==> src/rtl/csr_lite_pkg.sv <==
`timescale 1ns/1ps
package csr_lite_pkg;
  localparam int unsigned CSR_DW = 32;
  localparam int unsigned CSR_SW = CSR_DW / 8;

  localparam logic [1:0] RESP_OKAY   = 2'b00;
  localparam logic [1:0] RESP_SLVERR = 2'b10;
  localparam logic [1:0] RESP_DECERR = 2'b11;

  typedef enum logic [2:0] {
    SLOT_CTRL,
    SLOT_STAT,
    SLOT_DATA,
    SLOT_RSVD,
    SLOT_OUTSIDE
  } slot_e;

  // byte-lane merge: strobed lanes take the new byte, the rest keep the old
  function automatic logic [CSR_DW-1:0] lane_merge(
    input logic [CSR_DW-1:0] old_v,
    input logic [CSR_DW-1:0] new_v,
    input logic [CSR_SW-1:0] strb
  );
    logic [CSR_DW-1:0] res;
    for (int i = 0; i < CSR_SW; i++) begin
      res[8*i +: 8] = strb[i] ? new_v[8*i +: 8] : old_v[8*i +: 8];
    end
    return res;
  endfunction
endpackage

==> src/rtl/csr_wr_front.sv <==
`timescale 1ns/1ps
module csr_wr_front
  import csr_lite_pkg::*;
#(
  parameter int unsigned ADDR_W = 16
) (
  input  logic              clk,
  input  logic              rst_n,
  input  logic [ADDR_W-1:0] awaddr,
  input  logic              awvalid,
  output logic              awready,
  input  logic [CSR_DW-1:0] wdata,
  input  logic [CSR_SW-1:0] wstrb,
  input  logic              wvalid,
  output logic              wready,
  output logic [1:0]        bresp,
  output logic              bvalid,
  input  logic              bready,
  output logic              commit,
  output logic [ADDR_W-1:0] cm_addr,
  output logic [CSR_DW-1:0] cm_data,
  output logic [CSR_SW-1:0] cm_strb,
  input  logic [1:0]        cm_resp
);
  logic aw_held, w_held, bvalid_q;
  logic [1:0] bresp_q;
  logic aw_take, w_take;

  assign awready = !aw_held && !bvalid_q;
  assign wready  = !w_held && !bvalid_q;
  assign aw_take = awvalid && awready;
  assign w_take  = wvalid && wready;
  assign commit  = aw_held && w_held;
  assign bvalid  = bvalid_q;
  assign bresp   = bresp_q;

  always_ff @(posedge clk) begin
    if (!rst_n) begin
      aw_held  <= 1'b0;
      w_held   <= 1'b0;
      bvalid_q <= 1'b0;
      bresp_q  <= RESP_OKAY;
      cm_addr  <= '0;
      cm_data  <= '0;
      cm_strb  <= '0;
    end else begin
      if (commit) begin
        aw_held  <= 1'b0;
        w_held   <= 1'b0;
        bvalid_q <= 1'b1;
        bresp_q  <= cm_resp;
      end else begin
        if (aw_take) begin
          aw_held <= 1'b1;
          cm_addr <= awaddr;
        end
        if (w_take) begin
          w_held  <= 1'b1;
          cm_data <= wdata;
          cm_strb <= wstrb;
        end
        if (bvalid_q && bready) bvalid_q <= 1'b0;
      end
    end
  end
endmodule

==> src/rtl/csr_rd_front.sv <==
`timescale 1ns/1ps
module csr_rd_front
  import csr_lite_pkg::*;
#(
  parameter int unsigned ADDR_W = 16
) (
  input  logic              clk,
  input  logic              rst_n,
  input  logic [ADDR_W-1:0] araddr,
  input  logic              arvalid,
  output logic              arready,
  output logic [CSR_DW-1:0] rdata,
  output logic [1:0]        rresp,
  output logic              rvalid,
  input  logic              rready,
  output logic              rd_take,
  output logic [ADDR_W-1:0] rd_addr,
  input  logic [CSR_DW-1:0] rd_data,
  input  logic [1:0]        rd_resp
);
  logic rvalid_q;

  assign arready = !rvalid_q;
  assign rd_take = arvalid && arready;
  assign rd_addr = araddr;
  assign rvalid  = rvalid_q;

  always_ff @(posedge clk) begin
    if (!rst_n) begin
      rvalid_q <= 1'b0;
      rdata    <= '0;
      rresp    <= RESP_OKAY;
    end else if (rd_take) begin
      rvalid_q <= 1'b1;
      rdata    <= rd_data;
      rresp    <= rd_resp;
    end else if (rvalid_q && rready) begin
      rvalid_q <= 1'b0;
    end
  end
endmodule

==> src/rtl/csr_regbank.sv <==
`timescale 1ns/1ps
module csr_regbank
  import csr_lite_pkg::*;
#(
  parameter int unsigned ADDR_W    = 16,
  parameter int unsigned WIN_BITS  = 8,
  parameter int unsigned OP_CYCLES = 8
) (
  input  logic              clk,
  input  logic              rst_n,
  input  logic              wr_en,
  input  logic [ADDR_W-1:0] wr_addr,
  input  logic [CSR_DW-1:0] wr_data,
  input  logic [CSR_SW-1:0] wr_strb,
  output logic [1:0]        wr_resp,
  input  logic [ADDR_W-1:0] rd_addr,
  output logic [CSR_DW-1:0] rd_data,
  output logic [1:0]        rd_resp,
  output logic              op_launch,
  output logic              op_finish,
  output logic              busy,
  output logic              done
);
  localparam int unsigned WORD_W = WIN_BITS - 2;
  localparam int unsigned CNT_W  = $clog2(OP_CYCLES + 1);

  function automatic slot_e slot_of(input logic [ADDR_W-1:0] a);
    if (a[ADDR_W-1:WIN_BITS] != '0) return SLOT_OUTSIDE;
    case (a[WIN_BITS-1:2])
      WORD_W'(0): return SLOT_CTRL;
      WORD_W'(1): return SLOT_STAT;
      WORD_W'(2): return SLOT_DATA;
      default:    return SLOT_RSVD;
    endcase
  endfunction

  function automatic logic [1:0] wr_policy(input slot_e s);
    case (s)
      SLOT_CTRL, SLOT_DATA: return RESP_OKAY;
      SLOT_OUTSIDE:         return RESP_DECERR;
      default:              return RESP_SLVERR;
    endcase
  endfunction

  logic [CSR_DW-1:0] ctrl_q, data_q;
  logic [CNT_W-1:0]  cnt_q;
  logic              busy_q, done_q;
  slot_e             wr_slot, rd_slot;
  logic              wr_ok;

  assign wr_slot   = slot_of(wr_addr);
  assign rd_slot   = slot_of(rd_addr);
  assign wr_resp   = wr_policy(wr_slot);
  assign wr_ok     = wr_en && (wr_resp == RESP_OKAY);
  assign op_launch = wr_ok && (wr_slot == SLOT_CTRL) && wr_strb[0] && wr_data[0];
  assign op_finish = busy_q && (cnt_q == CNT_W'(1));
  assign busy      = busy_q;
  assign done      = done_q;

  always_ff @(posedge clk) begin
    if (!rst_n) begin
      ctrl_q <= '0;
      data_q <= '0;
      cnt_q  <= '0;
      busy_q <= 1'b0;
      done_q <= 1'b0;
    end else begin
      if (wr_ok && wr_slot == SLOT_CTRL)
        ctrl_q <= lane_merge(ctrl_q, wr_data, wr_strb) & ~CSR_DW'(1);
      if (wr_ok && wr_slot == SLOT_DATA)
        data_q <= lane_merge(data_q, wr_data, wr_strb);
      if (op_launch) begin
        busy_q <= 1'b1;
        done_q <= 1'b0;
        cnt_q  <= CNT_W'(OP_CYCLES);
      end else if (busy_q) begin
        cnt_q <= cnt_q - CNT_W'(1);
        if (op_finish) begin
          busy_q <= 1'b0;
          done_q <= 1'b1;
        end
      end
    end
  end

  always_comb begin
    rd_data = '0;
    rd_resp = RESP_OKAY;
    case (rd_slot)
      SLOT_CTRL:    rd_data = ctrl_q;
      SLOT_STAT:    rd_data = {{(CSR_DW-2){1'b0}}, busy_q, done_q};
      SLOT_DATA:    rd_data = data_q;
      SLOT_OUTSIDE: rd_resp = RESP_DECERR;
      default:      rd_resp = RESP_SLVERR;
    endcase
  end
endmodule

==> src/rtl/csr_lite_slave.sv <==
`timescale 1ns/1ps
module csr_lite_slave
  import csr_lite_pkg::*;
#(
  parameter int unsigned ADDR_W    = 16,
  parameter int unsigned WIN_BITS  = 8,
  parameter int unsigned OP_CYCLES = 8
) (
  input  logic              clk,
  input  logic              rst_n,
  input  logic [ADDR_W-1:0] s_awaddr,
  input  logic              s_awvalid,
  output logic              s_awready,
  input  logic [31:0]       s_wdata,
  input  logic [3:0]        s_wstrb,
  input  logic              s_wvalid,
  output logic              s_wready,
  output logic [1:0]        s_bresp,
  output logic              s_bvalid,
  input  logic              s_bready,
  input  logic [ADDR_W-1:0] s_araddr,
  input  logic              s_arvalid,
  output logic              s_arready,
  output logic [31:0]       s_rdata,
  output logic [1:0]        s_rresp,
  output logic              s_rvalid,
  input  logic              s_rready
);
  // named internal events, visible to the bound checker
  logic              wr_commit, rd_take, op_launch, op_finish, op_busy, op_done;
  logic [ADDR_W-1:0] cm_addr, rd_addr;
  logic [CSR_DW-1:0] cm_data, rd_data;
  logic [CSR_SW-1:0] cm_strb;
  logic [1:0]        cm_resp, rd_resp;
  logic              wr_err;

  assign wr_err = wr_commit && (cm_resp != RESP_OKAY);

  csr_wr_front #(.ADDR_W(ADDR_W)) u_wr (
    .clk(clk), .rst_n(rst_n),
    .awaddr(s_awaddr), .awvalid(s_awvalid), .awready(s_awready),
    .wdata(s_wdata), .wstrb(s_wstrb), .wvalid(s_wvalid), .wready(s_wready),
    .bresp(s_bresp), .bvalid(s_bvalid), .bready(s_bready),
    .commit(wr_commit), .cm_addr(cm_addr), .cm_data(cm_data),
    .cm_strb(cm_strb), .cm_resp(cm_resp)
  );

  csr_rd_front #(.ADDR_W(ADDR_W)) u_rd (
    .clk(clk), .rst_n(rst_n),
    .araddr(s_araddr), .arvalid(s_arvalid), .arready(s_arready),
    .rdata(s_rdata), .rresp(s_rresp), .rvalid(s_rvalid), .rready(s_rready),
    .rd_take(rd_take), .rd_addr(rd_addr), .rd_data(rd_data), .rd_resp(rd_resp)
  );

  csr_regbank #(.ADDR_W(ADDR_W), .WIN_BITS(WIN_BITS), .OP_CYCLES(OP_CYCLES)) u_bank (
    .clk(clk), .rst_n(rst_n),
    .wr_en(wr_commit), .wr_addr(cm_addr), .wr_data(cm_data), .wr_strb(cm_strb),
    .wr_resp(cm_resp),
    .rd_addr(rd_addr), .rd_data(rd_data), .rd_resp(rd_resp),
    .op_launch(op_launch), .op_finish(op_finish), .busy(op_busy), .done(op_done)
  );
endmodule

==> config.mk <==
export PLATFORM = sky130hd
export DESIGN_NAME = csr_lite_slave
export DESIGN_NICKNAME = d
export VERILOG_FILES = /design/src/rtl/csr_lite_pkg.sv /design/src/rtl/csr_wr_front.sv /design/src/rtl/csr_rd_front.sv /design/src/rtl/csr_regbank.sv /design/src/rtl/csr_lite_slave.sv
export SDC_FILE = /design/constraint.sdc
export NUM_CORES = 1
export LEC_CHECK = 0
export BUFFER_PORTS_ARGS = -buffer_cell sky130_fd_sc_hd__buf_2
export CAP_MARGIN = 20
export CORE_MARGIN = 2
export CORE_UTILIZATION = 57
export CTS_BUF_LIST = sky130_fd_sc_hd__clkbuf_8 sky130_fd_sc_hd__clkbuf_16
export CTS_CLUSTER_SIZE = 30
export DETAILED_ROUTE_END_ITERATION = 10
export PLACE_DENSITY_LB_ADDON = 0.1
export SLEW_MARGIN = 0
export SYNTH_ARGS = -nofsm -noshare
export SYNTH_HDL_FRONTEND = slang
export SYNTH_HIERARCHICAL = 1
export SYNTH_SLANG_ARGS = --single-unit
==> constraint.sdc <==
create_clock -name clk -period 1.9 [get_ports clk]
set_clock_uncertainty 0.15 [all_clocks]
set_input_delay 0.095 -clock clk [delete_from_list [all_inputs] [get_ports clk]]
set_output_delay 0.095 -clock clk [all_outputs]
set_load 0.01 [all_outputs]
==> results.cfg <==
[grt]
gr-usage-all-layers_pct = 23.96
met3_usage_pct = 4.864
grt_pass1_wl_mm = 25.32
grt-busiest-layer = met2
use_met2_pct = 37.97
grt_util_met1_pct = 32.76
antenna_found_initial = 0
grt_max_degree = 70
grt_overflow_total = 0
grt_pass1_vias = 5322

[final_layout]
drive_gt1_share_pct = 20.37
area_growth_pct = 27.29
mostFrequentLayoutCells = 270 x nand2_1, 159 x dfxtp_1, 148 x mux2i_1
nets = 975
fill_cells = 861
postLayoutCoreUtil_pct = 75.22
final_common_cell = nand2_1
antenna-diode-count = 0

[hold_path]
hold_path_class = in2reg

[critical_path]
cp_max_fo = 15
regToRegStartpoint = u_wr/aw_held$_SDFFE_PP0P_
reg2reg_slack_ns = 0.14
cp_data_arrival_time_ns = 2.05
start_kind = primary input
crit_path_end_kind = flip-flop
worstSetupStartpoint = s_araddr[11]
path_class = in2reg
reg2regPathDepth = 4
critPathRequiredTime_ns = 2.10
critPathCapture = u_rd/rdata[29]$_SDFFE_PN0P_
r2r-end = u_bank/done$_SDFFE_PP0P_

[yosys]
synth_warnings = 6
postSynthCellCount = 745
netlist_area_sq_mm = 0.007157
synth_nets = 822
synth.avg_cell_area_sq_um = 9.607

[placed_design]
place_ws_ns = 0.1248
port_buffers = 111
hpwl_mm = 9.758
gp_congestion = 0.7110

[drt]
ant_nets = 0
vias = 5497
drtIter0Drc = 335
first_pass_iters = 4
wl_per_cell_um = 14.74
drt-vias-per-instance = 5.109
drt_wl_total_mm = 15.86
drc = 0

[clocking]
path_clk_slew_ns = 0.06
cts_buffer_depth = 2
postCtsSetupBuffers = 0
htree_num_levels = 4
cts_buffers = 17
root_buffer = clkbuf_16
numClockSinks = 159
cts_tree = built
clk_latency_ns = 0.42

[power_and_ir_drop]
switchingPower_w = 0.001728
p_int_w = 0.006079
switching_share_pct = 22.14
leakagePower_nw = 4.164
seqPwrFrac_pct = 44.8
combPwrFrac_pct = 10.5
power_frac_clock_pct = 44.8
ir_drop_uv = 563.3
power.density_mw_per_mm2 = 857.0

[timing]
setup_violations = 0
timing.slew.headroom_pct = 75.33
finalHoldViolCount = 0
report.final.slew_viol_count = 0
min_period_ns = 1.852
timing.final.crit_share_pct = 97.48
fin_hold_ws_ns = 0.1522
worstMarginPinSlew_ns = 0.3700
timing.fmax_mhz = 539.9
setup_ws_ns = 0.04779

[floorplan]
die_y_um = 116.1
coreArea_sq_mm = 0.01211
ios = 116
rows = 40
die_w_um = 116.1
die_area_sq_mm = 0.01347
start_util_pct = 59.09

[status]
status = completed

[job]
cap_violations = 0
[per-layer routing]
metal  up-vias  part of all wire (%)
met5         -                     0
met4         0                   1.0
met3        15                   4.6
met2       144                    46
met1      2543                    48
li1       2795                     -
[state kept, by name (all words and copies together), names as in the netlist, 2 cells and up]
| signal | flops |
|---|---|
| u_bank/cnt_q | 4 |
| u_bank/ctrl_q | 31 |
| u_bank/data_q | 32 |
| u_rd/rdata | 32 |
| u_rd/rresp | 2 |
| u_wr/bresp | 2 |
| u_wr/cm_addr | 14 |
| u_wr/cm_data | 32 |
| u_wr/cm_strb | 4 |
[timing repair]
action,4_1_cts,5_1_grt
endpoints found under the setup margin,0,31
hold endpoints to repair,68,0
hold buffers,71,0
resized for setup,0,6
[power groups by stage]
stage | Combinational [W] | Clock (W) | Sequential, W
6_report | 0.000816 | 0.00350 | 0.00350
5_1_grt | 0.000878 | 0.00370 | 0.00351
4_1_cts | 0.000802 | 0.00357 | 0.00350
3_5_place_dp | 0.000691 | 0 | 0.00357
3_3_place_gp | 0.000673 | 0 | 0.00356
2_1_floorplan | 0.000545 | 0 | 0.00356
[stage by stage]
stage               total power (W)  setup TNS [ns]  cell area, sq um  std cells
finish                     0.007808               0              9110       1076
global route               0.008089        -0.01309              9110       1076
CTS                        0.007866               0              9022       1074
detailed placement         0.004259               0              7699        974
global placement           0.004235               0              7699        974
floorplan                  0.004103               0              7157        745
[cell type report]
| cell class | instances | area (sq um) | area share, % |
|---|---|---|---|
| multi-input combinational | 516 | 3518 | 38.62 |
| sequential | 159 | 3183 | 34.94 |
| timing repair buffer | 200 | 1570 | 17.24 |
| clock buffer | 23 | 508.0 | 5.576 |
| tap | 168 | 210.2 | 2.307 |
| clock inverter | 6 | 105.1 | 1.154 |
| inverter | 4 | 15.01 | 0.1648 |
[worst min path at each step]
stage / slack, ns / cells after the start / from / end
2_1_floorplan: 0.08 / 1 / s_arvalid / u_rd/rvalid$_SDFFE_PN0P_
3_3_place_gp: 0.18 / 2 / s_arvalid / u_rd/rvalid$_SDFFE_PN0P_
3_5_place_dp: 0.19 / 2 / s_arvalid / u_rd/rvalid$_SDFFE_PN0P_
4_1_cts: 0.13 / 4 / s_awvalid / u_wr/cm_addr[11]$_SDFFE_PN0P_
5_1_grt: 0.16 / 4 / s_awvalid / u_wr/cm_addr[4]$_SDFFE_PN0P_
6_report: 0.15 / 4 / s_awvalid / u_wr/cm_addr[4]$_SDFFE_PN0P_
[worst max-delay path, cell delays in order]
cell and delay [ns]:
dlygate4sd3_1 0.55, buf_2 0.15, nor4_4 0.36, and4_4 0.34, buf_12 0.16, a22o_1 0.17
nand2_1 0.08, mux2i_1 0.15
Power figures use the tool's default switching activity.
